--- config.mk ---
export PLATFORM = sky130hd
export DESIGN_NAME = byte_alu
export DESIGN_NICKNAME = d
export VERILOG_FILES = /design/src/rtl/byte_alu_pkg.sv /design/src/rtl/byte_alu_arith.sv /design/src/rtl/byte_alu_logic.sv /design/src/rtl/byte_alu_pair.sv /design/src/rtl/byte_alu_flagreg.sv /design/src/rtl/byte_alu.sv
export SDC_FILE = /design/constraint.sdc
export NUM_CORES = 1
export LEC_CHECK = 0
export CORE_MARGIN = 5
export CORE_UTILIZATION = 57
export CTS_CLUSTER_SIZE = 25
export DETAILED_ROUTE_END_ITERATION = 7
export GPL_ROUTABILITY_DRIVEN = 0
export HOLD_SLACK_MARGIN = 0.12
export PLACE_DENSITY = 0.89
export REMOVE_ABC_BUFFERS = 1
export SLEW_MARGIN = 20
export SYNTH_ARGS = -nofsm -noshare
export SYNTH_HDL_FRONTEND = slang
export SYNTH_SLANG_ARGS = --single-unit
--- constraint.sdc ---
create_clock -name clk_i -period 13.05 [get_ports clk_i]
set_input_delay 3.915 -clock clk_i [delete_from_list [all_inputs] [get_ports clk_i]]
set_output_delay 3.915 -clock clk_i [all_outputs]
set_load 0.01 [all_outputs]
--- src/rtl/byte_alu_pkg.sv ---
package byte_alu_pkg;
  localparam int DW = 8;
  localparam int NW = DW / 2;

  typedef enum logic [4:0] {
    OP_ADD   = 5'd0,
    OP_ADDC  = 5'd1,
    OP_SUB   = 5'd2,
    OP_SUBB  = 5'd3,
    OP_CMP   = 5'd4,
    OP_AND   = 5'd5,
    OP_OR    = 5'd6,
    OP_XOR   = 5'd7,
    OP_ROL   = 5'd8,
    OP_ROR   = 5'd9,
    OP_ROLC  = 5'd10,
    OP_RORC  = 5'd11,
    OP_NOT   = 5'd12,
    OP_CFLIP = 5'd13,
    OP_CSET  = 5'd14,
    OP_DADJ  = 5'd15,
    OP_INC   = 5'd16,
    OP_DEC   = 5'd17,
    OP_PADD  = 5'd18,
    OP_PINC  = 5'd19,
    OP_PDEC  = 5'd20
  } alu_op_e;

  typedef struct packed {
    logic s;
    logic z;
    logic ac;
    logic p;
    logic cy;
  } alu_flags_t;
endpackage

--- src/rtl/byte_alu_arith.sv ---
module byte_alu_arith
  import byte_alu_pkg::*;
(
  input  alu_op_e         op_i,
  input  logic [DW-1:0]   a_i,
  input  logic [DW-1:0]   b_i,
  input  logic            cy_i,
  input  logic            ac_i,
  output logic [DW-1:0]   res_o,
  output logic            cy_o,
  output logic            ac_o
);
  logic [DW-1:0] addend;
  logic          cin;
  logic          inv;
  logic [DW:0]   sum;
  logic [NW:0]   lo;

  logic          lo_fix, hi_fix;
  logic [DW:0]   adj1, adj2;
  logic [NW:0]   adj_lo;

  always_comb begin
    addend = b_i;
    cin    = 1'b0;
    inv    = 1'b0;
    case (op_i)
      OP_ADDC:                begin cin = cy_i; end
      OP_SUB, OP_CMP:         begin addend = ~b_i; cin = 1'b1;  inv = 1'b1; end
      OP_SUBB:                begin addend = ~b_i; cin = ~cy_i; inv = 1'b1; end
      OP_INC:                 begin addend = '0;   cin = 1'b1; end
      OP_DEC:                 begin addend = '1;   cin = 1'b0; end
      default: ;
    endcase
    sum = {1'b0, a_i} + {1'b0, addend} + {{DW{1'b0}}, cin};
    lo  = {1'b0, a_i[NW-1:0]} + {1'b0, addend[NW-1:0]} + {{NW{1'b0}}, cin};
  end

  // decimal adjust: two chained nibble corrections
  always_comb begin
    lo_fix = (a_i[NW-1:0] > 4'd9) || ac_i;
    adj_lo = {1'b0, a_i[NW-1:0]} + (lo_fix ? 5'd6 : 5'd0);
    adj1   = {1'b0, a_i} + (lo_fix ? 9'h006 : 9'h000);
    hi_fix = (adj1[DW-1:NW] > 4'd9) || cy_i || adj1[DW];
    adj2   = {1'b0, adj1[DW-1:0]} + (hi_fix ? 9'h060 : 9'h000);
  end

  always_comb begin
    if (op_i == OP_DADJ) begin
      res_o = adj2[DW-1:0];
      cy_o  = cy_i | adj1[DW] | adj2[DW];
      ac_o  = adj_lo[NW];
    end else begin
      res_o = sum[DW-1:0];
      cy_o  = sum[DW] ^ inv;
      ac_o  = lo[NW];
    end
  end
endmodule

--- src/rtl/byte_alu_logic.sv ---
module byte_alu_logic
  import byte_alu_pkg::*;
(
  input  alu_op_e         op_i,
  input  logic [DW-1:0]   a_i,
  input  logic [DW-1:0]   b_i,
  input  logic            cy_i,
  output logic [DW-1:0]   res_o,
  output logic            cy_o
);
  always_comb begin
    res_o = a_i;
    cy_o  = cy_i;
    case (op_i)
      OP_AND:  res_o = a_i & b_i;
      OP_OR:   res_o = a_i | b_i;
      OP_XOR:  res_o = a_i ^ b_i;
      OP_ROL:  begin res_o = {a_i[DW-2:0], a_i[DW-1]}; cy_o = a_i[DW-1]; end
      OP_ROR:  begin res_o = {a_i[0], a_i[DW-1:1]};    cy_o = a_i[0];    end
      OP_ROLC: begin res_o = {a_i[DW-2:0], cy_i};      cy_o = a_i[DW-1]; end
      OP_RORC: begin res_o = {cy_i, a_i[DW-1:1]};      cy_o = a_i[0];    end
      OP_NOT:  res_o = ~a_i;
      default: ;
    endcase
  end
endmodule

--- src/rtl/byte_alu_pair.sv ---
module byte_alu_pair
  import byte_alu_pkg::*;
#(
  parameter int PW = 16
) (
  input  alu_op_e         op_i,
  input  logic [PW-1:0]   pa_i,
  input  logic [PW-1:0]   pb_i,
  output logic [PW-1:0]   res_o,
  output logic            cy_o
);
  logic [PW:0] wide;

  always_comb begin
    wide = {1'b0, pa_i};
    case (op_i)
      OP_PADD: wide = {1'b0, pa_i} + {1'b0, pb_i};
      OP_PINC: wide = {1'b0, pa_i + {{(PW-1){1'b0}}, 1'b1}};
      OP_PDEC: wide = {1'b0, pa_i - {{(PW-1){1'b0}}, 1'b1}};
      default: ;
    endcase
    res_o = wide[PW-1:0];
    cy_o  = wide[PW];
  end
endmodule

--- src/rtl/byte_alu_flagreg.sv ---
module byte_alu_flagreg
  import byte_alu_pkg::*;
(
  input  logic       clk_i,
  input  logic       rst_ni,
  input  logic       we_i,
  input  alu_flags_t d_i,
  output alu_flags_t q_o
);
  always_ff @(posedge clk_i or negedge rst_ni) begin
    if (!rst_ni)   q_o <= '0;
    else if (we_i) q_o <= d_i;
  end
endmodule

--- src/rtl/byte_alu.sv ---
module byte_alu
  import byte_alu_pkg::*;
#(
  parameter int PW = 16
) (
  input  logic            clk_i,
  input  logic            rst_ni,
  input  logic [4:0]      op_i,
  input  logic [DW-1:0]   a_i,
  input  logic [DW-1:0]   b_i,
  input  logic [PW-1:0]   pair_a_i,
  input  logic [PW-1:0]   pair_b_i,
  input  logic            flag_we_i,
  output logic [DW-1:0]   res_o,
  output logic [PW-1:0]   pair_res_o,
  output logic [4:0]      flags_o
);
  alu_op_e    op;
  alu_flags_t flags_q, flags_d;
  logic [DW-1:0] ar_res, lg_res, szp_src;
  logic          ar_cy, ar_ac, lg_cy, pr_cy, szp_en;

  assign op = alu_op_e'(op_i);

  byte_alu_arith u_arith (
    .op_i (op), .a_i (a_i), .b_i (b_i),
    .cy_i (flags_q.cy), .ac_i (flags_q.ac),
    .res_o (ar_res), .cy_o (ar_cy), .ac_o (ar_ac)
  );

  byte_alu_logic u_logic (
    .op_i (op), .a_i (a_i), .b_i (b_i), .cy_i (flags_q.cy),
    .res_o (lg_res), .cy_o (lg_cy)
  );

  byte_alu_pair #(.PW(PW)) u_pair (
    .op_i (op), .pa_i (pair_a_i), .pb_i (pair_b_i),
    .res_o (pair_res_o), .cy_o (pr_cy)
  );

  always_comb begin
    res_o   = a_i;
    flags_d = flags_q;
    szp_en  = 1'b0;
    szp_src = ar_res;
    case (op)
      OP_ADD, OP_ADDC, OP_SUB, OP_SUBB, OP_DADJ: begin
        res_o      = ar_res;
        flags_d.cy = ar_cy;
        flags_d.ac = ar_ac;
        szp_en     = 1'b1;
      end
      OP_CMP: begin
        flags_d.cy = ar_cy;
        flags_d.ac = ar_ac;
        szp_en     = 1'b1;
      end
      OP_INC, OP_DEC: begin
        res_o      = ar_res;
        flags_d.ac = ar_ac;
        szp_en     = 1'b1;
      end
      OP_AND: begin
        res_o      = lg_res;
        flags_d.cy = 1'b0;
        flags_d.ac = 1'b1;
        szp_en     = 1'b1;
        szp_src    = lg_res;
      end
      OP_OR, OP_XOR: begin
        res_o      = lg_res;
        flags_d.cy = 1'b0;
        flags_d.ac = 1'b0;
        szp_en     = 1'b1;
        szp_src    = lg_res;
      end
      OP_ROL, OP_ROR, OP_ROLC, OP_RORC: begin
        res_o      = lg_res;
        flags_d.cy = lg_cy;
      end
      OP_NOT:   res_o = lg_res;
      OP_CFLIP: flags_d.cy = ~flags_q.cy;
      OP_CSET:  flags_d.cy = 1'b1;
      OP_PADD:  flags_d.cy = pr_cy;
      default: ;
    endcase
    if (szp_en) begin
      flags_d.s = szp_src[DW-1];
      flags_d.z = (szp_src == '0);
      flags_d.p = ~^szp_src;
    end
  end

  byte_alu_flagreg u_flags (
    .clk_i (clk_i), .rst_ni (rst_ni), .we_i (flag_we_i),
    .d_i (flags_d), .q_o (flags_q)
  );

  assign flags_o = flags_q;
endmodule

==> results summary, run 1 <==
The run finished with clean final reports. The register bit total from synthesis came out at 5. The chip width is 92.3 µm. The most flop-heavy register is u_flags.q_o. The row count is 30. The final-report setup violation count is 0.

The count of buffers added on input and output ports is 84. The area of the die is 8520 µm². The number of hold-slack violations in the final timing report is 0. Global routing consumed, over all layers together, 28.3% of the routing resources.

The routed wirelength normalized by instance count is 18.2 µm. The count of pins over their slew limit came out at 0. The first global-routing pass estimated 20,300 µm of wire. Summed over all failing endpoints, the final setup total negative slack is 0 ns. The clock power share came out at 9.9%. The total number of H-tree levels is 1.

Together, buffers and inverters on the worst path number 5. For this run the aggregate overflow at the end of global routing stands at 0. The worst setup path is of the input pin to output port kind. The antenna violation net count after detailed routing came out at 0.

The combinational group share of total power came out at 81.6%. The clock tree root buffer cell is sky130_fd_sc_hd__clkbuf_8. The die outline height came out at 92.3 µm. Sequential elements use 3.24% of the synthesized area. Traced cell by cell, the critical path runs through clkdlybuf4s50_1 -> buf_4 -> inv_1 -> nor2_1 -> nand2_1 -> a21oi_1 -> a21oi_1 -> o22ai_1 -> fa_1 -> inv_1 -> fa_1 -> a21oi_1 -> nor2b_1 -> a31oi_1 -> o21ai_1 -> xor2_1 -> mux2i_1 -> o211ai_1 -> clkdlybuf4s50_1. TritonCTS built the clock tree. The number of gates given a new drive strength after cts came out at 0.

The average instance area after synthesis came out at 7.10 µm². Static timing analysis puts the maximum clock frequency at 81.9 MHz. The final setup skew came out at 0.000507 ns.

The initial antenna violation count is 0. The starting density of the core is 57.8%. The area growth from synthesis to layout came out at 23.5%.

The largest registers in the layout are u_flags.q_o: 5 flops. The arrival time reported for the critical path endpoint is 8.29 ns. The analysis attributes to cell leakage a power of 2.08 nW.

The worst-case clock buffer depth is 2. The peak ir drop on the vdd network came out at 0.0000347 V. The unique cell type count in the Yosys netlist is 64.

Summed over all nets, the switching power comes to 0.136 mW. In the synthesized netlist the async set-or-reset flop fraction comes to 100%. The layout cell share with drive strength beyond 1 came out at 4.91%.

The stage delay of the slowest cell on the critical path is 0.57 ns. The total setup buffers inserted after CTS came out at 0. The register with the most flip-flops in the layout has 5 of them. The HPWL after detailed placement came out at 9980 µm. The core area came out at 6680 µm². The final layout net count came out at 735. The footprint of the multi-input gates came out at 3510 µm². In this run the tightest slew margin relative to its limit is 24.0%. The class of the worst hold path is register to register. The share of power burned in registers is 8.4%. The hold slack is 0.489 ns. The beginning of the worst register-to-register path is u_flags.q_o[2]. The shortest period the worst path allows is 12.21 ns. The tool flagged a number of max-cap violations equal to 0.

The number of warnings printed during yosys synthesis is 0. The detailed router finished its first iteration with 476 violations. The worst reg-to-reg setup slack is 8.58 ns. The sequential cell area came out at 125 µm².

After synthesis the cells add up to 3860 µm². The largest fanout of any net on the critical path is 21. The later-pin clock latency in the skew report came out at 0.22 ns.

The total CTS buffers is 3. The via count of the first global-routing pass is 4,371. The slowest stage of the critical path belongs to the cell sky130_fd_sc_hd__clkdlybuf4s50_1. The average vias per placed instance is 6.68. The most frequently used flop master after synthesis is sky130_fd_sc_hd__dfrtp_1.

After clock tree synthesis, the clock-pin slew on the worst setup and hold paths is 0.04 ns. The largest net degree at the start of global routing came out at 25. 0 antenna diodes ended up in the layout. The category of cells accounting for the largest share of critical-path delay is buffers and inverters.

The TritonCTS sink count is 5. For this design the ratio of total power to cell area is 60.7 nW/µm². After filler insertion, the fill cell instance count of the layout stands at 566. The fraction of the cycle the final worst path needs is 93.6%.

The total DRC errors in the routed layout is 0. The launch point of the critical path is op_i[1]. The routed layout has 4,615 vias. 85 I/O pins were placed.

The worst setup path is captured at an output port. The number of enable flip-flop cells after synthesis came out at 0. The actual slew at the worst max-slew pin is 1.14 ns. The proportion of total power due to net switching is 46.9%.

The number of cells produced by synthesis is 544. The internal power contribution is 0.154 mW. STA classifies the critical path startpoint as an input pin. In this design, the critical path's most frequently occurring cell is sky130_fd_sc_hd__a21oi_1.

The first TritonRoute pass finished after 5 iterations. The required time of the critical path came out at 9.13 ns. Setup repair after global routing left no endpoint under its margin. The number of hold-repair buffers added at the cts stage came out at 0.

The hold path startpoint is u_flags.q_o[4]. The total length of routed wires is 12,600 µm.
## power groups by stage
stage	Clock [mW]	Sequential, mW	Combinational, mW
after global routing	0.0303	0.0252	0.257
after CTS	0.0290	0.0243	0.232
after global placement	0	0.0244	0.222
after floorplan	0	0.0251	0.140
final	0.0288	0.0245	0.236
after detailed placement	0	0.0247	0.230
## Yosys cell counts, types with 6 or more instances
cell | number | share of area, %
sky130_fd_sc_hd__nor2_1 | 37 | 3.6
sky130_fd_sc_hd__ha_1 | 61 | 20
sky130_fd_sc_hd__a21oi_1 | 52 | 6.7
sky130_fd_sc_hd__o22a_1 | 6 | 1.4
sky130_fd_sc_hd__nand2b_1 | 13 | 2.1
sky130_fd_sc_hd__nor2b_1 | 8 | 1.3
sky130_fd_sc_hd__mux2_2 | 10 | 2.9
sky130_fd_sc_hd__o21ai_1 | 6 | 0.78
sky130_fd_sc_hd__a31oi_1 | 10 | 1.6
sky130_fd_sc_hd__o21ai_0 | 45 | 5.8
sky130_fd_sc_hd__a211oi_1 | 8 | 1.6
sky130_fd_sc_hd__fa_1 | 6 | 3.1
sky130_fd_sc_hd__nand3_1 | 7 | 0.91
sky130_fd_sc_hd__clkbuf_1 | 12 | 1.2
sky130_fd_sc_hd__inv_1 | 28 | 2.7
sky130_fd_sc_hd__nor3_1 | 9 | 1.2
sky130_fd_sc_hd__buf_2 | 10 | 1.3
sky130_fd_sc_hd__nand2_1 | 55 | 5.3
sky130_fd_sc_hd__o22ai_1 | 11 | 1.8
sky130_fd_sc_hd__mux2i_1 | 12 | 3.1
sky130_fd_sc_hd__a22oi_1 | 8 | 1.6
sky130_fd_sc_hd__xnor2_1 | 30 | 6.8
sky130_fd_sc_hd__xor2_1 | 11 | 2.5
sky130_fd_sc_hd__a21o_1 | 17 | 3.3
## through the flow
stage	instances	setup WS [ns]	utilization (%)	instance area, µm²	total power, mW
after floorplan	517	2.29	-	3740	0.165
after global placement	687	1.11	70.8	4730	0.246
after detailed placement	687	0.957	70.8	4730	0.255
after CTS	691	0.952	71.4	4770	0.285
after global routing	691	0.557	71.4	4770	0.313
final	691	0.842	71.4	4770	0.290
## layer usage
metal,global-route usage (%),up-vias,share of wire (%)
li1,-,2149,-
met3,2.52,54,8.3
met1,36.7,2121,41
met2,49.2,291,47
met4,9.53,0,3.6
met5,0,-,0
## layout make-up
type | instances | share of cell area [%]
Multi-Input combinational cell | 484 | 73.6
Timing Repair Buffer | 90 | 18.6
Sequential cell | 5 | 2.62
Inverter | 28 | 2.20
Tap cell | 80 | 2.10
Clock buffer | 4 | 0.944
## logic make-up after synthesis
kind of cell    count (synthesis)  share of synthesized area, %
mux                            23                          6.61
fa+ha+maj                      67                          22.9
buf+inv                        55                          5.86
compound gates                203                          34.0
xor+xnor                       41                          9.29
simple gates                  150                          18.1
flops                           5                          3.24
## worst min-delay path: cells and delay by family, from the launching register on
family / cells / cell delay [ns]
DFF: 1 / 0.33
and+or+nand+nor: 1 / 0.05
AOI/OAI and AO/OA: 1 / 0.06
## cells in the final DEF, fill, tap and decap left out, types with 7 or more instances in the layout
cell type / n
sky130_fd_sc_hd__a21o_1: 17
sky130_fd_sc_hd__a211oi_1: 8
sky130_fd_sc_hd__mux2i_1: 12
sky130_fd_sc_hd__o21ai_0: 45
sky130_fd_sc_hd__inv_1: 28
sky130_fd_sc_hd__clkdlybuf4s50_1: 84
sky130_fd_sc_hd__xor2_1: 11
sky130_fd_sc_hd__nor2_1: 37
sky130_fd_sc_hd__nor2b_1: 8
sky130_fd_sc_hd__a31oi_1: 10
sky130_fd_sc_hd__xnor2_1: 30
sky130_fd_sc_hd__nand2b_1: 13
sky130_fd_sc_hd__o22ai_1: 11
sky130_fd_sc_hd__a22oi_1: 8
sky130_fd_sc_hd__nor3_1: 9
sky130_fd_sc_hd__a21oi_1: 52
sky130_fd_sc_hd__ha_1: 61
sky130_fd_sc_hd__nand2_1: 55
sky130_fd_sc_hd__nand3_1: 7
sky130_fd_sc_hd__mux2_2: 10
## worst paths after layout
check | endpoint | depth (start not counted)
max | res_o[6] | 19
min | u_flags.q_o[4] | 2
max reg2reg | u_flags.q_o[1] | 16
min reg2reg | u_flags.q_o[4] | 2
max in group asynchronous | u_flags.q_o[1] | 1
min in group asynchronous | u_flags.q_o[0] | 1
Power figures use the tool's default switching activity.
==> inputs of run 2 (changes only) <==
- PLACE_DENSITY: 0.89 -> not set
- PLACE_DENSITY_LB_ADDON: not set -> 0.05
- SKIP_LAST_GASP: not set -> 1
==> run 2 against run 1 <==
  * Via count decreased by 3.5%
  * Clock-buffer cell count unchanged
  * Critical path depth decreased by 1
  * Clock skew increased by 0.00050 ns
  * Register-to-register slack improved by 0.22 ns
  * Flip-flop and latch count unchanged
  * Die area unchanged
  * Final cell count unchanged
  * Non-clock buffer count unchanged
  * Worst setup slack got worse by 0.077 ns
  * Critical path type unchanged
  * Largest cell class unchanged
  * Highest routed layer unchanged
==> results summary, run 2 (same netlist as run 1, synthesis figures left out) <==
The flow ran to the end, and the final reports show no timing, DRC or antenna violations. The peak ir drop on the vdd network is 0.0000952 V (+170%). The library cells used most frequently in the layout, excluding fill and tap cells, are sky130_fd_sc_hd__clkdlybuf4s50_1 (84), sky130_fd_sc_hd__ha_1 (61), sky130_fd_sc_hd__nand2_1 (55).

The startpoint identified for the worst register-to-register timing path is u_flags.q_o[2]. The count of pins over their slew limit is 0 (unchanged). The total iterations of the first detailed-routing run came out at 6 (+1). The count of cells along the worst register-to-register path came out at 15 (-1). The final antenna diode count is 0 (unchanged). The arrival time reported for the critical path endpoint is 8.37 ns (+0.08 ns). The clock slew seen by the registers of the worst setup and hold paths is 0.03 ns (about the same). The core area was 6680 µm² (unchanged). The total CTS buffers came to 3 (unchanged). The critical path goes through clkdlybuf4s50_1 -> inv_1 -> nor2_1 -> nand2_1 -> a21oi_1 -> a21oi_1 -> o22ai_1 -> fa_1 -> inv_1 -> fa_1 -> a21oi_1 -> nor2b_1 -> a31oi_1 -> o21ai_1 -> xor2_1 -> mux2i_1 -> o211ai_1 -> clkdlybuf4s50_1. The cell with the largest stage delay on the worst path is sky130_fd_sc_hd__clkdlybuf4s50_1. The endpoint type of the worst setup path is an output port. The final non-filler cell area is 4770 µm² (unchanged).

The total DRC errors in the routed layout is 0 (unchanged). The final core utilization is 71.4% (unchanged). TritonCTS built the clock tree.

The later-pin clock latency in the skew report came to 0.22 ns (about the same). The worst-case clock buffer depth is 2 (unchanged). The stage delay of the slowest cell on the critical path is 0.92 ns (+0.35 ns). The final-report setup violation count is 0 (unchanged). The initial DRC count came to 212 (-55%). The average vias per placed instance was 6.44 (-3.5%).

The antenna violation net count after detailed routing is 0 (unchanged). The total number of H-tree levels was 1 (unchanged). The total setup buffers inserted after CTS came out at 0 (unchanged). The HPWL after detailed placement is 9550 µm (-4.4%). The depth of the worst hold-timing path was 2 (unchanged). The shortest period the worst path allows is 12.29 ns (+0.0769 ns). The required time of the critical path came to 9.13 ns (about the same). The via count of the first global-routing pass came out at 4,367 (-0.092%).

Among the stages of the critical path, the cell type that occurs most often is sky130_fd_sc_hd__a21oi_1. Counting flops per register, the top entry is u_flags.q_o. The largest net degree at the start of global routing came out at 25 (unchanged). The flip-flop count of the largest register after layout is 5 (unchanged). The global router's overall resource usage came out at 27.5% (-0.81 points). The layout cell share with drive strength beyond 1 is 4.91% (unchanged).

The worst reg-to-reg setup slack is 8.80 ns (+0.22 ns). The port buffer count came to 84 (unchanged). The worst setup path is launched from an input pin.

The actual slew at the worst max-slew pin is 1.08 ns (-0.0579 ns). The number of buffer and inverter stages on the critical path came out at 4 (-1). The tightest min-delay check is of the register to register type. The critical path is of the input pin to output port type. The initial antenna violation count is 0 (unchanged). The number of hold-repair buffers added at the cts stage is 0 (unchanged).

In the final layout, the registers with the most flip-flops are u_flags.q_o: 5 flops. The final setup skew came to 0.00101 ns (+0.000503 ns). The fraction of the cycle the final worst path needs is 94.1% (+0.59 points). The instance area at placement is 4730 µm² (unchanged). The setup slack at placement came to 0.844 ns (-0.112 ns). Setup repair after global routing left no endpoint under its margin. The largest fanout of any net on the critical path was 16 (-24%). The total length of routed wires is 12,000 µm (-4.7%).

The reg-to-reg endpoint is u_flags.q_o[1]. The reported leakage power is 2.08 nW (about the same). The global-route wire length before repair is 19,700 µm (-2.9%). The routed wirelength normalized by instance count is 17.3 µm (-4.7%).

The accumulated negative setup slack is 0 ns (unchanged). The starting density of the core came to 57.8% (unchanged). The number of gates given a new drive strength after cts was 0 (unchanged). The final layout net count is 735 (unchanged). The maximum clock frequency came out at 81.4 MHz (-0.63%). The area of the die came out at 8520 µm² (unchanged). The power density over cell area came to 59.4 nW/µm² (-2.1%). The TritonCTS sink count is 5 (unchanged). The number of primary I/O pins is 85 (unchanged).

The critical path starts at op_i[1]. The library cell used most frequently in the layout, excluding fill and tap cells, is sky130_fd_sc_hd__clkdlybuf4s50_1. The die outline height is 92.3 µm (unchanged).

The sum of internal, switching and leakage power is 0.284 mW (-2.1%). The max-cap check violation count came out at 0 (unchanged). The tree is rooted in a sky130_fd_sc_hd__clkbuf_8. The total grt overflow came out at 0 (unchanged). The worst slew margin relative to its limit was 27.9% (+3.9 points). The row count is 30 (unchanged). The final worst slack came out at 0.765 ns (-0.0769 ns).

The number of hold-slack violations in the final timing report came out at 0 (unchanged). The total number of cells along the worst setup path is 18 (-1). The chip width came out at 92.3 µm (unchanged). The via count was 4,452 (-3.5%). The last element of the critical path is res_o[6]. The category of cells accounting for the largest share of critical-path delay is buffers and inverters. The area growth from synthesis to layout came out at 23.5% (unchanged).
## run 2: area by class of cell
cell class	count	area, µm²
Clock buffer	4	45.0
Timing Repair Buffer	90	886
Sequential cell	5	125
Multi-Input combinational cell	484	3510
Fill cell	568	1910
Inverter	28	105
Tap cell	80	100
## run 2: how the worst min path moves through the flow
stage | slack (ns) | start | to
after floorplan | 0.52 | u_flags.q_o[1] | u_flags.q_o[1]
after global placement | 0.46 | u_flags.q_o[3] | u_flags.q_o[3]
after detailed placement | 0.47 | u_flags.q_o[3] | u_flags.q_o[3]
after CTS | 0.49 | u_flags.q_o[4] | u_flags.q_o[4]
after global routing | 0.51 | u_flags.q_o[4] | u_flags.q_o[4]
final | 0.49 | u_flags.q_o[1] | u_flags.q_o[1]
## run 2: layer usage
metal	wire length, µm	part of all wire [%]	track usage [%]	up-vias
met3	795	6.6	4.31	43
met1	4740	40	30.8	2069
met5	0	0	0	-
met4	497	4.2	13.0	0
met2	5930	50	50.5	192
li1	-	-	-	2148
## run 2: power breakdown
| part | switching, mW | total (mW) | internal [mW] |
|---|---|---|---|
| clock network | 0.00709 | 0.0280 | 0.0209 |
| registers | 0.00417 | 0.0239 | 0.0198 |
| logic | 0.118 | 0.232 | 0.114 |
## run 2: metrics by stage
stage / hold slack (ns) / instances
after CTS: 0.486 / 691
after detailed placement: 0.471 / 687
after global placement: 0.464 / 687
after floorplan: 0.516 / 517
final: 0.486 / 691
after global routing: 0.511 / 691
## run 2: worst register-to-register path: cells and delay by family, from the launching register on
family | cells | cell delay, ns
adders and majority gates | 4 | 1.21
AOI/OAI and AO/OA | 6 | 1.05
and+or+nand+nor | 2 | 0.91
xor gates and xnor gates | 3 | 0.54
DFF | 1 | 0.39
